[src/rtl/hw_ldst_pkg.sv]
package hw_ldst_pkg;

  localparam int unsigned INS_W    = 32;
  localparam int unsigned RIDX_W   = 5;
  localparam int unsigned OFF_W    = 9;

  // Field positions in the instruction word
  localparam int unsigned MATCH_LSB = 24;
  localparam int unsigned OP_LSB    = 22;
  localparam int unsigned RSV_BIT   = 21;
  localparam int unsigned OFF_LSB   = 12;
  localparam int unsigned GAP_LSB   = 10;
  localparam int unsigned RN_LSB    = 5;
  localparam int unsigned RT_LSB    = 0;

  localparam logic [7:0] MATCH_VAL = 8'h59;

  typedef enum logic [1:0] {
    OP_ST     = 2'b00,
    OP_LDZ_W  = 2'b01,
    OP_LDS_X  = 2'b10,
    OP_LDS_W  = 2'b11
  } ldst_op_e;

  typedef enum logic [2:0] {
    S_IDLE,
    S_DEC,
    S_AGEN,
    S_ISSUE,
    S_WAIT,
    S_WB
  } ldst_state_e;

  typedef struct packed {
    logic              legal;
    ldst_op_e          op;
    logic [OFF_W-1:0]  off;
    logic [RIDX_W-1:0] rn;
    logic [RIDX_W-1:0] rt;
  } ldst_dec_t;

  function automatic logic op_is_load(ldst_op_e op);
    return op[1] | op[0];
  endfunction

endpackage

[src/rtl/hw_ldst_decode.sv]
module hw_ldst_decode
  import hw_ldst_pkg::*;
(
  input  logic [INS_W-1:0] ins,
  output ldst_dec_t        dec
);

  always_comb begin
    dec.legal = (ins[MATCH_LSB +: 8] == MATCH_VAL) &&
                !ins[RSV_BIT] &&
                (ins[GAP_LSB +: 2] == 2'b00);
    dec.op    = ldst_op_e'(ins[OP_LSB +: 2]);
    dec.off   = ins[OFF_LSB +: OFF_W];
    dec.rn    = ins[RN_LSB +: RIDX_W];
    dec.rt    = ins[RT_LSB +: RIDX_W];
  end

endmodule

[src/rtl/hw_ldst_agen.sv]
module hw_ldst_agen #(
  parameter int unsigned AW         = 64,
  parameter int unsigned OW         = 9,
  parameter int unsigned ALIGN_BITS = 4,
  parameter int unsigned IW         = 5
) (
  input  logic [IW-1:0] base_idx,
  input  logic [AW-1:0] gpr_base,
  input  logic [AW-1:0] sp_base,
  input  logic [OW-1:0] off,
  output logic [AW-1:0] addr,
  output logic          use_sp,
  output logic          sp_misaligned,
  output logic          tag_check
);

  localparam logic [IW-1:0] SP_IDX = '1;

  logic [AW-1:0] base_sel;
  logic [AW-1:0] off_ext;

  always_comb begin
    use_sp    = (base_idx == SP_IDX);
    base_sel  = use_sp ? sp_base : gpr_base;
    off_ext   = {{(AW-OW){off[OW-1]}}, off};
    addr      = base_sel + off_ext;
    tag_check = !use_sp;
  end

  generate
    if (ALIGN_BITS == 0) begin : g_no_align
      assign sp_misaligned = 1'b0;
    end else begin : g_align
      assign sp_misaligned = use_sp && (|sp_base[ALIGN_BITS-1:0]);
    end
  endgenerate

endmodule

[src/rtl/hw_ldst_extend.sv]
module hw_ldst_extend
  import hw_ldst_pkg::*;
#(
  parameter int unsigned XLEN = 64,
  parameter int unsigned HW_W = 16
) (
  input  logic [HW_W-1:0] raw,
  input  ldst_op_e        op,
  output logic [XLEN-1:0] value,
  output logic            is64
);

  localparam int unsigned HALF = XLEN / 2;

  logic [XLEN-1:0] sx;

  always_comb begin
    sx   = {{(XLEN-HW_W){raw[HW_W-1]}}, raw};
    is64 = (op == OP_LDS_X);
    case (op)
      OP_LDS_X: value = sx;
      OP_LDS_W: value = {{HALF{1'b0}}, sx[HALF-1:0]};
      default:  value = {{(XLEN-HW_W){1'b0}}, raw};
    endcase
  end

endmodule

[src/rtl/hw_ldst_unit.sv]
module hw_ldst_unit
  import hw_ldst_pkg::*;
#(
  parameter int unsigned XLEN          = 64,
  parameter int unsigned HW_W          = 16,
  parameter int unsigned SP_ALIGN_BITS = 4
) (
  input  logic              clk,
  input  logic              rst_n,
  input  logic              dit_en,
  input  logic              ins_valid,
  output logic              ins_ready,
  input  logic [INS_W-1:0]  ins_word,
  output logic [RIDX_W-1:0] rd_base_idx,
  input  logic [XLEN-1:0]   rd_base_data,
  output logic [RIDX_W-1:0] rd_xfer_idx,
  input  logic [HW_W-1:0]   rd_xfer_data,
  input  logic [XLEN-1:0]   sp_value,
  output logic              req_valid,
  input  logic              req_ready,
  output logic [XLEN-1:0]   req_addr,
  output logic              req_write,
  output logic [HW_W-1:0]   req_wdata,
  output logic [3:0]        req_nbytes,
  output logic              req_tagchk,
  output logic              req_acquire,
  output logic              req_release,
  input  logic              rsp_valid,
  output logic              rsp_ready,
  input  logic [HW_W-1:0]   rsp_rdata,
  output logic              wb_valid,
  output logic [RIDX_W-1:0] wb_idx,
  output logic [XLEN-1:0]   wb_data,
  output logic              wb_is64,
  output logic              busy,
  output logic              fault_undef,
  output logic              fault_align
);

  localparam logic [RIDX_W-1:0] ZR_IDX       = '1;
  localparam logic [3:0]        ACCESS_BYTES = 4'(HW_W / 8);

  ldst_state_e       st_q;
  logic [INS_W-1:0]  ins_q;
  logic [XLEN-1:0]   base_q;
  logic [HW_W-1:0]   xfer_q;
  logic [XLEN-1:0]   sp_q;
  logic              dit_q;
  logic [XLEN-1:0]   addr_q;
  logic              tag_q;
  logic [HW_W-1:0]   wdata_q;
  logic              write_q;
  logic              acq_q;
  logic [HW_W-1:0]   rdata_q;
  logic              fault_undef_q;
  logic              fault_align_q;

  ldst_dec_t         dec;
  logic [XLEN-1:0]   agen_addr;
  logic              agen_use_sp;
  logic              agen_misaligned;
  logic              agen_tag;
  logic [XLEN-1:0]   ext_value;
  logic              ext_is64;
  logic              has_wb;

  hw_ldst_decode u_decode (
    .ins (ins_q),
    .dec (dec)
  );

  hw_ldst_agen #(
    .AW         (XLEN),
    .OW         (OFF_W),
    .ALIGN_BITS (SP_ALIGN_BITS),
    .IW         (RIDX_W)
  ) u_agen (
    .base_idx      (dec.rn),
    .gpr_base      (base_q),
    .sp_base       (sp_q),
    .off           (dec.off),
    .addr          (agen_addr),
    .use_sp        (agen_use_sp),
    .sp_misaligned (agen_misaligned),
    .tag_check     (agen_tag)
  );

  hw_ldst_extend #(
    .XLEN (XLEN),
    .HW_W (HW_W)
  ) u_extend (
    .raw   (rdata_q),
    .op    (dec.op),
    .value (ext_value),
    .is64  (ext_is64)
  );

  // Register-file read indices follow the presented word
  assign rd_base_idx = ins_word[RN_LSB +: RIDX_W];
  assign rd_xfer_idx = ins_word[RT_LSB +: RIDX_W];

  assign has_wb = op_is_load(dec.op) && (dec.rt != ZR_IDX);

  always_ff @(posedge clk or negedge rst_n) begin
    if (!rst_n) begin
      st_q          <= S_IDLE;
      ins_q         <= '0;
      base_q        <= '0;
      xfer_q        <= '0;
      sp_q          <= '0;
      dit_q         <= 1'b0;
      addr_q        <= '0;
      tag_q         <= 1'b0;
      wdata_q       <= '0;
      write_q       <= 1'b0;
      acq_q         <= 1'b0;
      rdata_q       <= '0;
      fault_undef_q <= 1'b0;
      fault_align_q <= 1'b0;
    end else begin
      fault_undef_q <= 1'b0;
      fault_align_q <= 1'b0;
      case (st_q)
        S_IDLE: begin
          if (ins_valid) begin
            ins_q  <= ins_word;
            base_q <= rd_base_data;
            xfer_q <= rd_xfer_data;
            sp_q   <= sp_value;
            dit_q  <= dit_en;
            st_q   <= S_DEC;
          end
        end
        S_DEC: begin
          if (dec.legal) begin
            st_q <= S_AGEN;
          end else begin
            fault_undef_q <= 1'b1;
            st_q          <= S_IDLE;
          end
        end
        S_AGEN: begin
          if (agen_misaligned) begin
            fault_align_q <= 1'b1;
            st_q          <= S_IDLE;
          end else begin
            addr_q  <= agen_addr;
            tag_q   <= agen_tag;
            write_q <= (dec.op == OP_ST);
            acq_q   <= op_is_load(dec.op);
            wdata_q <= (dec.rt == ZR_IDX) ? '0 : xfer_q;
            st_q    <= S_ISSUE;
          end
        end
        S_ISSUE: begin
          if (req_ready) st_q <= S_WAIT;
        end
        S_WAIT: begin
          if (rsp_valid) begin
            rdata_q <= rsp_rdata;
            st_q    <= (dit_q || has_wb) ? S_WB : S_IDLE;
          end
        end
        S_WB: begin
          st_q <= S_IDLE;
        end
        default: st_q <= S_IDLE;
      endcase
    end
  end

  assign ins_ready   = (st_q == S_IDLE);
  assign busy        = (st_q != S_IDLE);
  assign req_valid   = (st_q == S_ISSUE);
  assign req_addr    = addr_q;
  assign req_write   = write_q;
  assign req_wdata   = wdata_q;
  assign req_nbytes  = ACCESS_BYTES;
  assign req_tagchk  = tag_q;
  assign req_acquire = acq_q;
  assign req_release = !acq_q;
  assign rsp_ready   = (st_q == S_WAIT);
  assign wb_valid    = (st_q == S_WB) && has_wb;
  assign wb_idx      = dec.rt;
  assign wb_data     = ext_value;
  assign wb_is64     = ext_is64;
  assign fault_undef = fault_undef_q;
  assign fault_align = fault_align_q;

  AST_ACCEPT_BUSY: assert property (@(posedge clk) disable iff (!rst_n)
    ins_valid && ins_ready |=> busy && !ins_ready);

  AST_FAULT_QUIET: assert property (@(posedge clk) disable iff (!rst_n)
    fault_undef |-> !req_valid && !wb_valid);

  AST_NARROW_UPPER: assert property (@(posedge clk) disable iff (!rst_n)
    wb_valid && !wb_is64 |-> wb_data[XLEN-1:XLEN/2] == '0);

  AST_ALIGN_QUIET: assert property (@(posedge clk) disable iff (!rst_n)
    fault_align |-> !req_valid && !wb_valid);

  AST_TAG_RULE: assert property (@(posedge clk) disable iff (!rst_n)
    req_valid |-> req_tagchk == (ins_q[RN_LSB +: RIDX_W] != ZR_IDX));

  AST_ORDER_MARK: assert property (@(posedge clk) disable iff (!rst_n)
    req_valid |-> (req_acquire != req_release) && (req_acquire == !req_write));

  AST_REQ_HOLD: assert property (@(posedge clk) disable iff (!rst_n)
    req_valid && !req_ready |=> req_valid && $stable(req_addr) &&
                                $stable(req_wdata) && $stable(req_write));

  AST_NO_REQ_IN_WAIT: assert property (@(posedge clk) disable iff (!rst_n)
    rsp_ready |-> !req_valid && busy);

  AST_WB_NOT_ZR: assert property (@(posedge clk) disable iff (!rst_n)
    wb_valid |-> wb_idx != ZR_IDX && !req_write);

  AST_FAULT_EXCL: assert property (@(posedge clk) disable iff (!rst_n)
    $onehot0({fault_undef, fault_align}));

endmodule

[config.mk]
export PLATFORM = sky130hd
export DESIGN_NAME = hw_ldst_unit
export DESIGN_NICKNAME = d
export VERILOG_FILES = /design/src/rtl/hw_ldst_pkg.sv /design/src/rtl/hw_ldst_decode.sv /design/src/rtl/hw_ldst_agen.sv /design/src/rtl/hw_ldst_extend.sv /design/src/rtl/hw_ldst_unit.sv
export SDC_FILE = /design/constraint.sdc
export NUM_CORES = 1
export LEC_CHECK = 0
export ABC_AREA = 1
export BUFFER_PORTS_ARGS = -buffer_cell sky130_fd_sc_hd__buf_2
export CAP_MARGIN = 20
export CELL_PAD_IN_SITES_DETAIL_PLACEMENT = 0
export CELL_PAD_IN_SITES_GLOBAL_PLACEMENT = 1
export CORE_UTILIZATION = 44
export CTS_BUF_LIST = sky130_fd_sc_hd__clkbuf_4
export CTS_CLUSTER_DIAMETER = 100
export DETAILED_ROUTE_END_ITERATION = 8
export GPL_TIMING_DRIVEN = 0
export PLACE_DENSITY_LB_ADDON = 0.1
export SLEW_MARGIN = 40
export SYNTH_ARGS = -nofsm -noshare
export SYNTH_HDL_FRONTEND = slang
export SYNTH_SLANG_ARGS = --single-unit
export TNS_END_PERCENT = 30
[constraint.sdc]
create_clock -name clk -period 9 [get_ports clk]
set_input_delay 0.45 -clock clk [delete_from_list [all_inputs] [get_ports clk]]
set_output_delay 0.45 -clock clk [all_outputs]
set_load 0.05 [all_outputs]
Word-level counts from Yosys, hierarchy flattened
Index checks and enable logic that the tools add are counted.

word-level totals
  bits in registers = 281
  bits of input ports = 198
  word-level logic and storage cells = 63
  output and inout port bits = 175

cells by class
  muxes and demuxes = 14
  reduce and logical (&&, ||, !) cells = 18
  add/subtract/negate cells = 1
  bitwise operators = 2
  equal/unequal tests = 14

operator list
  kind                                                  count
  one-hot mux 64 bit (2 select lines)                   1
  adder 64 bit                                          1
  2-to-1 mux 64 bit                                     1
  2-to-1 mux 16 bit                                     1
  one-hot mux 3 bit (5 select lines)                    1
  2-to-1 mux 3 bit                                      4
  equality test 5 bit (second input constant)           2
  equality test 8 x 7 -> 1 bit (second input constant)  1
  equality test 3 x 2 -> 1 bit (second input constant)  2
  equality test 3 bit (second input constant)           2
  AND reduction 2 bit                                   3
  logical AND 1 bit                                     5
  != test 5 bit (second input constant)                 1
  equality test 2 bit (second input constant)           2
  logical NOT 2 bit                                     2
  2-to-1 mux 1 bit                                      4
  2-to-1 mux 2 bit                                      2
  != test 2 bit (second input constant)                 2
  OR reduction 4 bit                                    1
  equality test 3 x 1 -> 1 bit (second input constant)  1
  logical NOT 1 bit                                     3
  logical NOT 3 bit                                     1
  AND reduction 3 bit                                   1
  nonzero test 3 bit                                    1
  other kinds (4)                                       4

Logic depth before layout (Yosys ltp)
Gate-level depths: netlist (run 1).

  word-level depth = 6
  mapped depth = 24
  gate-level depth less buffers = 21

Hierarchy
Synthesis (run 1) repeated with hierarchy kept, for this count alone.

unflattened totals
  cells, all modules = 2845
  area, all modules = 18535.3 um2

modules (own cells, without submodules)
  module          seq. area each (um2)  cells each  area an instance (um2)  instances
  hw_ldst_unit    7031.7                1230        11054.4                 1
  hw_ldst_agen    0.0                   1512        6777.8                  1
  hw_ldst_extend  0.0                   67          486.7                   1
  hw_ldst_decode  0.0                   36          216.5                   1

Worst setup path before layout (run 1)
OpenSTA, ideal clock, no wires.

  path type = reg-to-reg
  start = register ins_q[20]
  end = register addr_q[62] (netlist: req_addr[62])
  slack = 6049 ps
  arrival = 2833 ps
  setup time = 118 ps
  stages on the path, launching flop included = 14
  path buffers = 0
  path through = dfrtp_1 -> ha_1 -> nand2_1 -> inv_1 -> nand2_1 -> nand2_1 -> inv_1 -> nand2_1 -> a21oi_1 -> nand2_2 -> nand2_1 -> nand3_1 -> nand3_1 -> nand2_1

on the way
  longest elaborated chain between the ends = 1

RTL lines
  item                    line                 source
  start, declared         hw_ldst_unit.sv:44   logic [INS_W-1:0] ins_q;
  start signal, assigned  hw_ldst_unit.sv:126  ins_q <= ins_word;
  adder 64 bit            hw_ldst_agen.sv:26   addr = base_sel + off_ext;
  end signal, assigned    hw_ldst_unit.sv:147  addr_q <= agen_addr;
  end, declared           hw_ldst_unit.sv:49   logic [XLEN-1:0] addr_q;

No other way between the ends.
A chain may end at the register's enable or synchronous reset.

Worst setup path after layout (run 1)
  start = register ins_q[5]
  end = register addr_q[44] (netlist: req_addr[44])

on the way
  longest elaborated chain between the ends = 4

RTL lines
  item                                                  line                source
  equality test 5 bit *                                 hw_ldst_agen.sv:23  use_sp = (base_idx == SP_IDX);
  branches (longest 3 deep; another with adder 64 bit)  -

Every way passes the cells marked *.

==> results of run 1 <==
## final cells by class
class | count | area, um2 | area share, %
antenna | 5 | 12.5 | 0.0532
buffer | 126 | 878 | 3.73
clock buffer | 113 | 848 | 3.61
clock inverter | 19 | 140 | 0.596
inverter | 411 | 1550 | 6.57
multi-input combinational | 1599 | 8470 | 36.0
sequential | 281 | 7040 | 29.9
tap | 525 | 657 | 2.79
timing repair buffer | 569 | 3950 | 16.8
## state kept, by name, summed over array words and instances, names as in the netlist, 3 cells and up
register and count:
base_q 64, req_addr 64, sp_q 64, ins_q 32
rdata_q 16, req_wdata 16, xfer_q 16, st_q 3
## power groups by stage
stage	logic, mW	clock network, mW	registers, mW
3_5_place_dp	6.73	0	2.23
5_1_grt	7.54	1.31	2.29
4_1_cts	6.83	1.23	2.22
6_report	6.86	1.20	2.22
3_3_place_gp	6.62	0	2.24
2_1_floorplan	4.19	0	2.91
## routing by layer
metal | share of wire, % | vias to the layer above | track usage (%)
met5 | 0.019 | - | 0
met3 | 5.4 | 114 | 5.48
li1 | - | 8737 | -
met2 | 46 | 545 | 49.6
met4 | 3.2 | 2 | 12.2
met1 | 46 | 8255 | 40.9
## per-stage QoR
stage               setup WS (ns)  instances  hold slack, ns  util [%]  power (mW)
detailed placement           4.89       3316           0.305      51.5        8.97
global route                 4.56       3648          0.0972      58.9        11.1
CTS                          4.90       3643          0.0535      58.9        10.3
finish                       4.92       3648           0.136      58.9        10.3
floorplan                    6.05       2417           0.154         -        7.10
global placement             2.25       3310           0.457      51.2        8.86
## synth_stat cells, types with 2 or more instances
cell type	instances	area [um2]
a21oi_1	41	205
buf_1	3	11.3
buf_12	4	80.1
buf_2	32	160
buf_4	72	541
buf_8	2	30.0
clkbuf_1	12	45.0
conb_1	2	7.51
dfrtp_1	281	7030
ha_1	69	863
inv_1	406	1520
inv_2	4	15.0
mux2_2	65	732
mux2_4	46	691
nand2_1	859	3220
nand2_2	15	93.8
nand3_1	86	430
nand3_2	3	30.0
nand3b_1	7	52.6
nand4_1	12	75.1
nor2_1	114	428
nor2_2	5	31.3
nor2_4	2	22.5
nor3_1	18	90.1
nor3_2	4	40.0
nor3_4	2	32.5
nor4_1	4	25.0
o21ai_0	188	941
o21ai_1	13	65.1
o21bai_1	3	22.5
xnor2_1	29	254
xor2_1	2	17.5
## logic make-up after synthesis
group                    count (synthesis)
AO/OA/AOI/OAI                          248
XOR/XNOR                                31
adder cells (fa/ha/maj)                 70
buffers and inverters                  537
flip-flops                             281
multiplexers                           111
other                                    2
AND/OR/NAND/NOR                       1135
## path summary, 6_finish.rpt
kind,to,cells after the start
setup reg to reg,req_addr[44],24
hold reg to reg,req_addr[61],2
hold / removal,req_addr[32],2
max in group asynchronous,rdata_q[1],5
min in group clk,st_q[0],3
setup / recovery,req_addr[44],24
## cells in the final DEF, fill, tap and decap left out, types with 7 or more instances in the layout
cell type / count
nand2_1: 859
inv_1: 406
buf_2: 399
dfrtp_1: 280
dlygate4sd3_1: 195
o21ai_0: 188
nor2_1: 114
clkbuf_4: 113
nand3_1: 86
buf_4: 72
ha_1: 69
mux2_2: 65
mux2_4: 46
a21oi_1: 41
xnor2_1: 29
nor3_1: 18
nand2_2: 15
o21ai_1: 13
clkbuf_1: 12
nand4_1: 12
clkinv_1: 12
nand3b_1: 7
## critical path, stage by stage (launching register included)
cell and delay, ns:
dfrtp_1 0.35, nand3_1 0.11, nor3_2 0.26, buf_2 0.33, buf_2 0.32, buf_2 0.30, nand2_1 0.08, o21ai_0 0.10
ha_1 0.27, inv_1 0.08, fa_1 0.40, inv_1 0.16, nand3_1 0.11, nand2_2 0.14, nand2_1 0.08, nand2_2 0.11
nand2_1 0.06, nand2_1 0.15, nand2_1 0.09, nand2_2 0.12, nand2_1 0.09, nand2_1 0.07, nand2_1 0.05, nand3_1 0.11
nand2_1 0.06
==> reports/metrics.yaml, run 1 <==
power:
  leakage_nw: 13.1
  p_sw_mw: 5.53
  combinationalPowerShare_pct: 66.7
  ir_worst_vdd_v: 0.000291
  power.density_nw_per_um2: 437
  switching_share_pct: 53.8
  p_seq_share_pct: 21.6
  power_frac_clock_pct: 11.7
  p_int_mw: 4.76
sta:
  setup_violations: 0
  hold_viol_final: 0
  timing.final.crit_period_ns: 4.08
  fin_crit_sh_pct: 45.3
  rsz0062_at_grt: "no"
  fmax_mhz: 245
  clock_skew_ns: 0.0451
  maxSlewHeadroom_pct: 43.0
  worstMarginPinSlew_ns: 0.853
  setup_tns_ns: 0
  drv_slew: 0
place:
  io_buffers: 368
  globalplace.congestion: 0.915
  placement.cell_area_um2: 20600
  place_hpwl_um: 49100
synth:
  synth.cell_area_um2: 17900
  synth_edf_count: 0
  async_flop_share_pct: 100
  ys_ff_latch: 281
  yosys_warnings: 0
  synth_xor_area_share_pct: 1.52
  yosys.area_share.simple_pct: 25.8
  synth_top_family_by_area: "simple AND/OR/NAND/NOR gates"
  synth-compound-area-share_pct: 7.02
  synthCells: 2415
  synth_ff_type: "dfrtp_1"
  synthMuxAreaShare_pct: 7.94
  synth_area_per_cell_um2: 7.42
  ys_seq_area_share_pct: 39.3
  synth.distinct_cells: 42
  synth_fa_ha_area_share_pct: 4.93
grt:
  antenna_found_initial: 6
  first_global_vias: 17700
  grt_use_total_pct: 30.8
  grt_max_degree: 72
  grt.overflow.total: 0
  grt_pass1_wl_um: 96900
setup_path:
  crit_type: "flip-flop to flip-flop"
  cp_max_fo: 10
  worstPathRequired_ns: 9.66
  cp-startpoint: "ins_q[5]"
  startpoint_type: "flip-flop"
  r2r_slack_ns: 4.92
  r2r-start: "ins_q[5]"
  worstPathArrival_ns: 4.73
  endpoint_kind: "flip-flop"
finish:
  final_nets: 3335
  drive_gt1_share_pct: 24.2
  syn_to_final_growth_pct: 31.3
  postLayoutCellArea_um2: 23500
  fillCellCount: 3819
status:
  status: "completed"
worst_hold_path:
  hold_class: "input port to async pin"
clock_tree:
  cts_buffer_depth: 3
  clock_sinks: 281
  cts_buffers: 79
  postCtsSetupRepairBufs: 0
  cts_tree: "built"
  ctsResizeCount: 0
  cts_hold_buf: 195
  clkLatencyLatePin_ns: 0.77
  htreeDepth: 3
  cts-root-buf: "clkbuf_4"
  path_clk_slew_ns: 0.07
drt:
  wirelength_um: 63000
  wl_per_cell_um: 17.3
  drtPass1Iterations: 8
  ant_nets: 0
  drc: 0
  drtIter0Drc: 1056
  vias_per_cell: 4.84
  vias: 17700
die:
  io-pin-count: 373
  start_util_pct: 44.9
  die_h_um: 204
  core_area_um2: 39900
  rows: 73
  fp.dieW_um: 204
  dieArea_um2: 41500
job:
  max_cap_violations: 0
Note: power is estimated with default switching activity, not from simulation.
==> run 2: changes to the inputs <==
CORE_UTILIZATION = 37   (was 44)
clock period = 3.55 ns   (was 9 ns; I/O delays follow)
==> reports/metrics.yaml, run 2 (synthesis results as in run 1) <==
status:
  status: "completed"
grt:
  antenna_found_initial: 6
  grt.overflow.total: 0
  first_global_vias: 17800
  grt_use_total_pct: 26.8
  grt_pass1_wl_um: 101000
  grt_max_degree: 74
clock_tree:
  path_clk_slew_ns: 0.06
  htreeDepth: 3
  cts_buffer_depth: 3
  cts_tree: "built"
  clock_sinks: 281
  cts-root-buf: "clkbuf_4"
  clkLatencyLatePin_ns: 0.84
  cts_buffers: 83
setup_path:
  r2r_slack_ns: 0.16
  startpoint_type: "flip-flop"
  cp.depth: 18
  r2r_cells: 18
  cp_num_buf_inv: 4
  cp_max_fo: 10
  r2r-start: "ins_q[5]"
  endpoint_kind: "flip-flop"
  crit_path_cell_trace: "nand3_2 > nor3_4 > buf_6 > buf_4 > clkbuf_2 > o21ai_0 > ha_1 > nand2_1 > nor2_1 > inv_1 > nor3_4 > nand3_1 > nand2_1 > nand2_1 > nand2_1 > nand2_1 > nand3_1 > nand2_1"
  critPathCapture: "req_addr[58]"
  critPathTopFamily: "simple AND/OR/NAND/NOR gates"
  slowest_stage: "ha_1"
  worstPathArrival_ns: 4.05
  cp-startpoint: "ins_q[5]"
  cpMostUsedCell: "nand2_1"
  reg2reg_to: "req_addr[58]"
  worstPathRequired_ns: 4.21
  crit_type: "flip-flop to flip-flop"
  cpPeakStageDelay_ns: 0.43
power:
  combinationalPowerShare_pct: 68.0
  power_frac_clock_pct: 10.9
  p_seq_share_pct: 21.1
  power.density_nw_per_um2: 1110
  p_sw_mw: 14.4
  ir_worst_vdd_v: 0.000616
  p_total_mw: 26.8
  p_int_mw: 12.4
  leakage_nw: 13.3
  switching_share_pct: 53.8
job:
  max_cap_violations: 0
drt:
  wirelength_um: 65600
  drtIter0Drc: 1015
  wl_per_cell_um: 17.3
  drtPass1Iterations: 7
  ant_nets: 0
  drc: 0
  vias: 17700
  vias_per_cell: 4.68
finish:
  postLayoutCellArea_um2: 24200
  layout_common_cells: "854 x nand2_1, 405 x inv_1, 398 x buf_2"
  syn_to_final_growth_pct: 35.0
  final_nets: 3385
  mostFrequentLayoutCell: "nand2_1"
  final_core_util_pct: 50.6
  drive_gt1_share_pct: 25.8
  fillCellCount: 4719
  finalNonFillerCells: 3783
die:
  dieArea_um2: 49300
  io-pin-count: 373
  start_util_pct: 37.5
  fp.dieW_um: 222
  core_area_um2: 47700
  rows: 80
  die_h_um: 222
sta:
  hold_viol_final: 0
  fmax_mhz: 295
  setup_violations: 0
  rsz0062_at_grt: "yes"
  timing.final.crit_period_ns: 3.39
  setup_tns_ns: 0
  maxSlewHeadroom_pct: 42.3
  drv_slew: 0
  layout_setup_ws_ns: 0.161
  clock_skew_ns: 0.0907
  hold_ws_ns: 0.106
  worstMarginPinSlew_ns: 0.856
  fin_crit_sh_pct: 95.5
place:
  placement.cell_area_um2: 20700
  io_buffers: 368
  globalplace.congestion: 0.893
  place_inst: 3405
  place_hpwl_um: 51900
  place_ws_ns: -0.701
worst_hold_path:
  hold_class: "input port to flip-flop"
  min_path_cells: 4
==> run 2: worst min-delay path by stage <==
stage / slack [ns] / start / endpoint
detailed placement: 0.004 / rst_n / req_wdata[14]
global placement: 0.39 / rd_base_data[58] / base_q[58]
global route: 0.05 / ins_word[9] / ins_q[9]
CTS: 0.001 / ins_word[26] / ins_q[26]
floorplan: -0.12 / rst_n / base_q[0]
finish: 0.11 / ins_word[9] / ins_q[9]
==> run 2: final cells by class <==
type / instances / area [um2] / area share [%]
well taps: 615 / 769 / 3.18
clock buffers: 107 / 803 / 3.32
flip-flops and latches: 281 / 7040 / 29.1
clock inverters: 27 / 150 / 0.621
diodes: 2 / 5.00 / 0.0207
multi-input cells: 1599 / 8580 / 35.5
inverters: 411 / 1550 / 6.39
plain buffers: 125 / 927 / 3.84
repair buffers: 616 / 4350 / 18.0
==> run 2: worst reg2reg max path: cells and delay by family, from the launching register on <==
kind	cells	cell delay, ns
fa+ha+maj	1	0.43
buf+inv	4	0.71
flops	1	0.37
simple gates	12	1.47
compound gates	1	0.26
==> run 2: timing repair <==
item                                    CTS  global route
hold endpoints to repair                477             0
hold buffers                            219             0
endpoints found under the setup margin   55            44
resized for setup                        24            44
gates cloned                              0             0
pin swaps                                 5            15
setup buffers                             9            15
==> run 2: power groups by stage <==
stage	sequential [mW]	clock, mW	combinational [mW]
floorplan	7.38	0	10.6
global placement	5.72	0	17.0
detailed placement	5.69	0	17.3
CTS	5.64	3.04	17.8
global route	5.83	3.22	20.0
finish	5.65	2.93	18.2
==> run 2: per-layer routing <==
layer,part of all wire [%],global-route usage [%]
met5,0.020,0
met4,2.9,10.4
met3,5.8,5.04
met2,46,42.7
met1,46,36.0
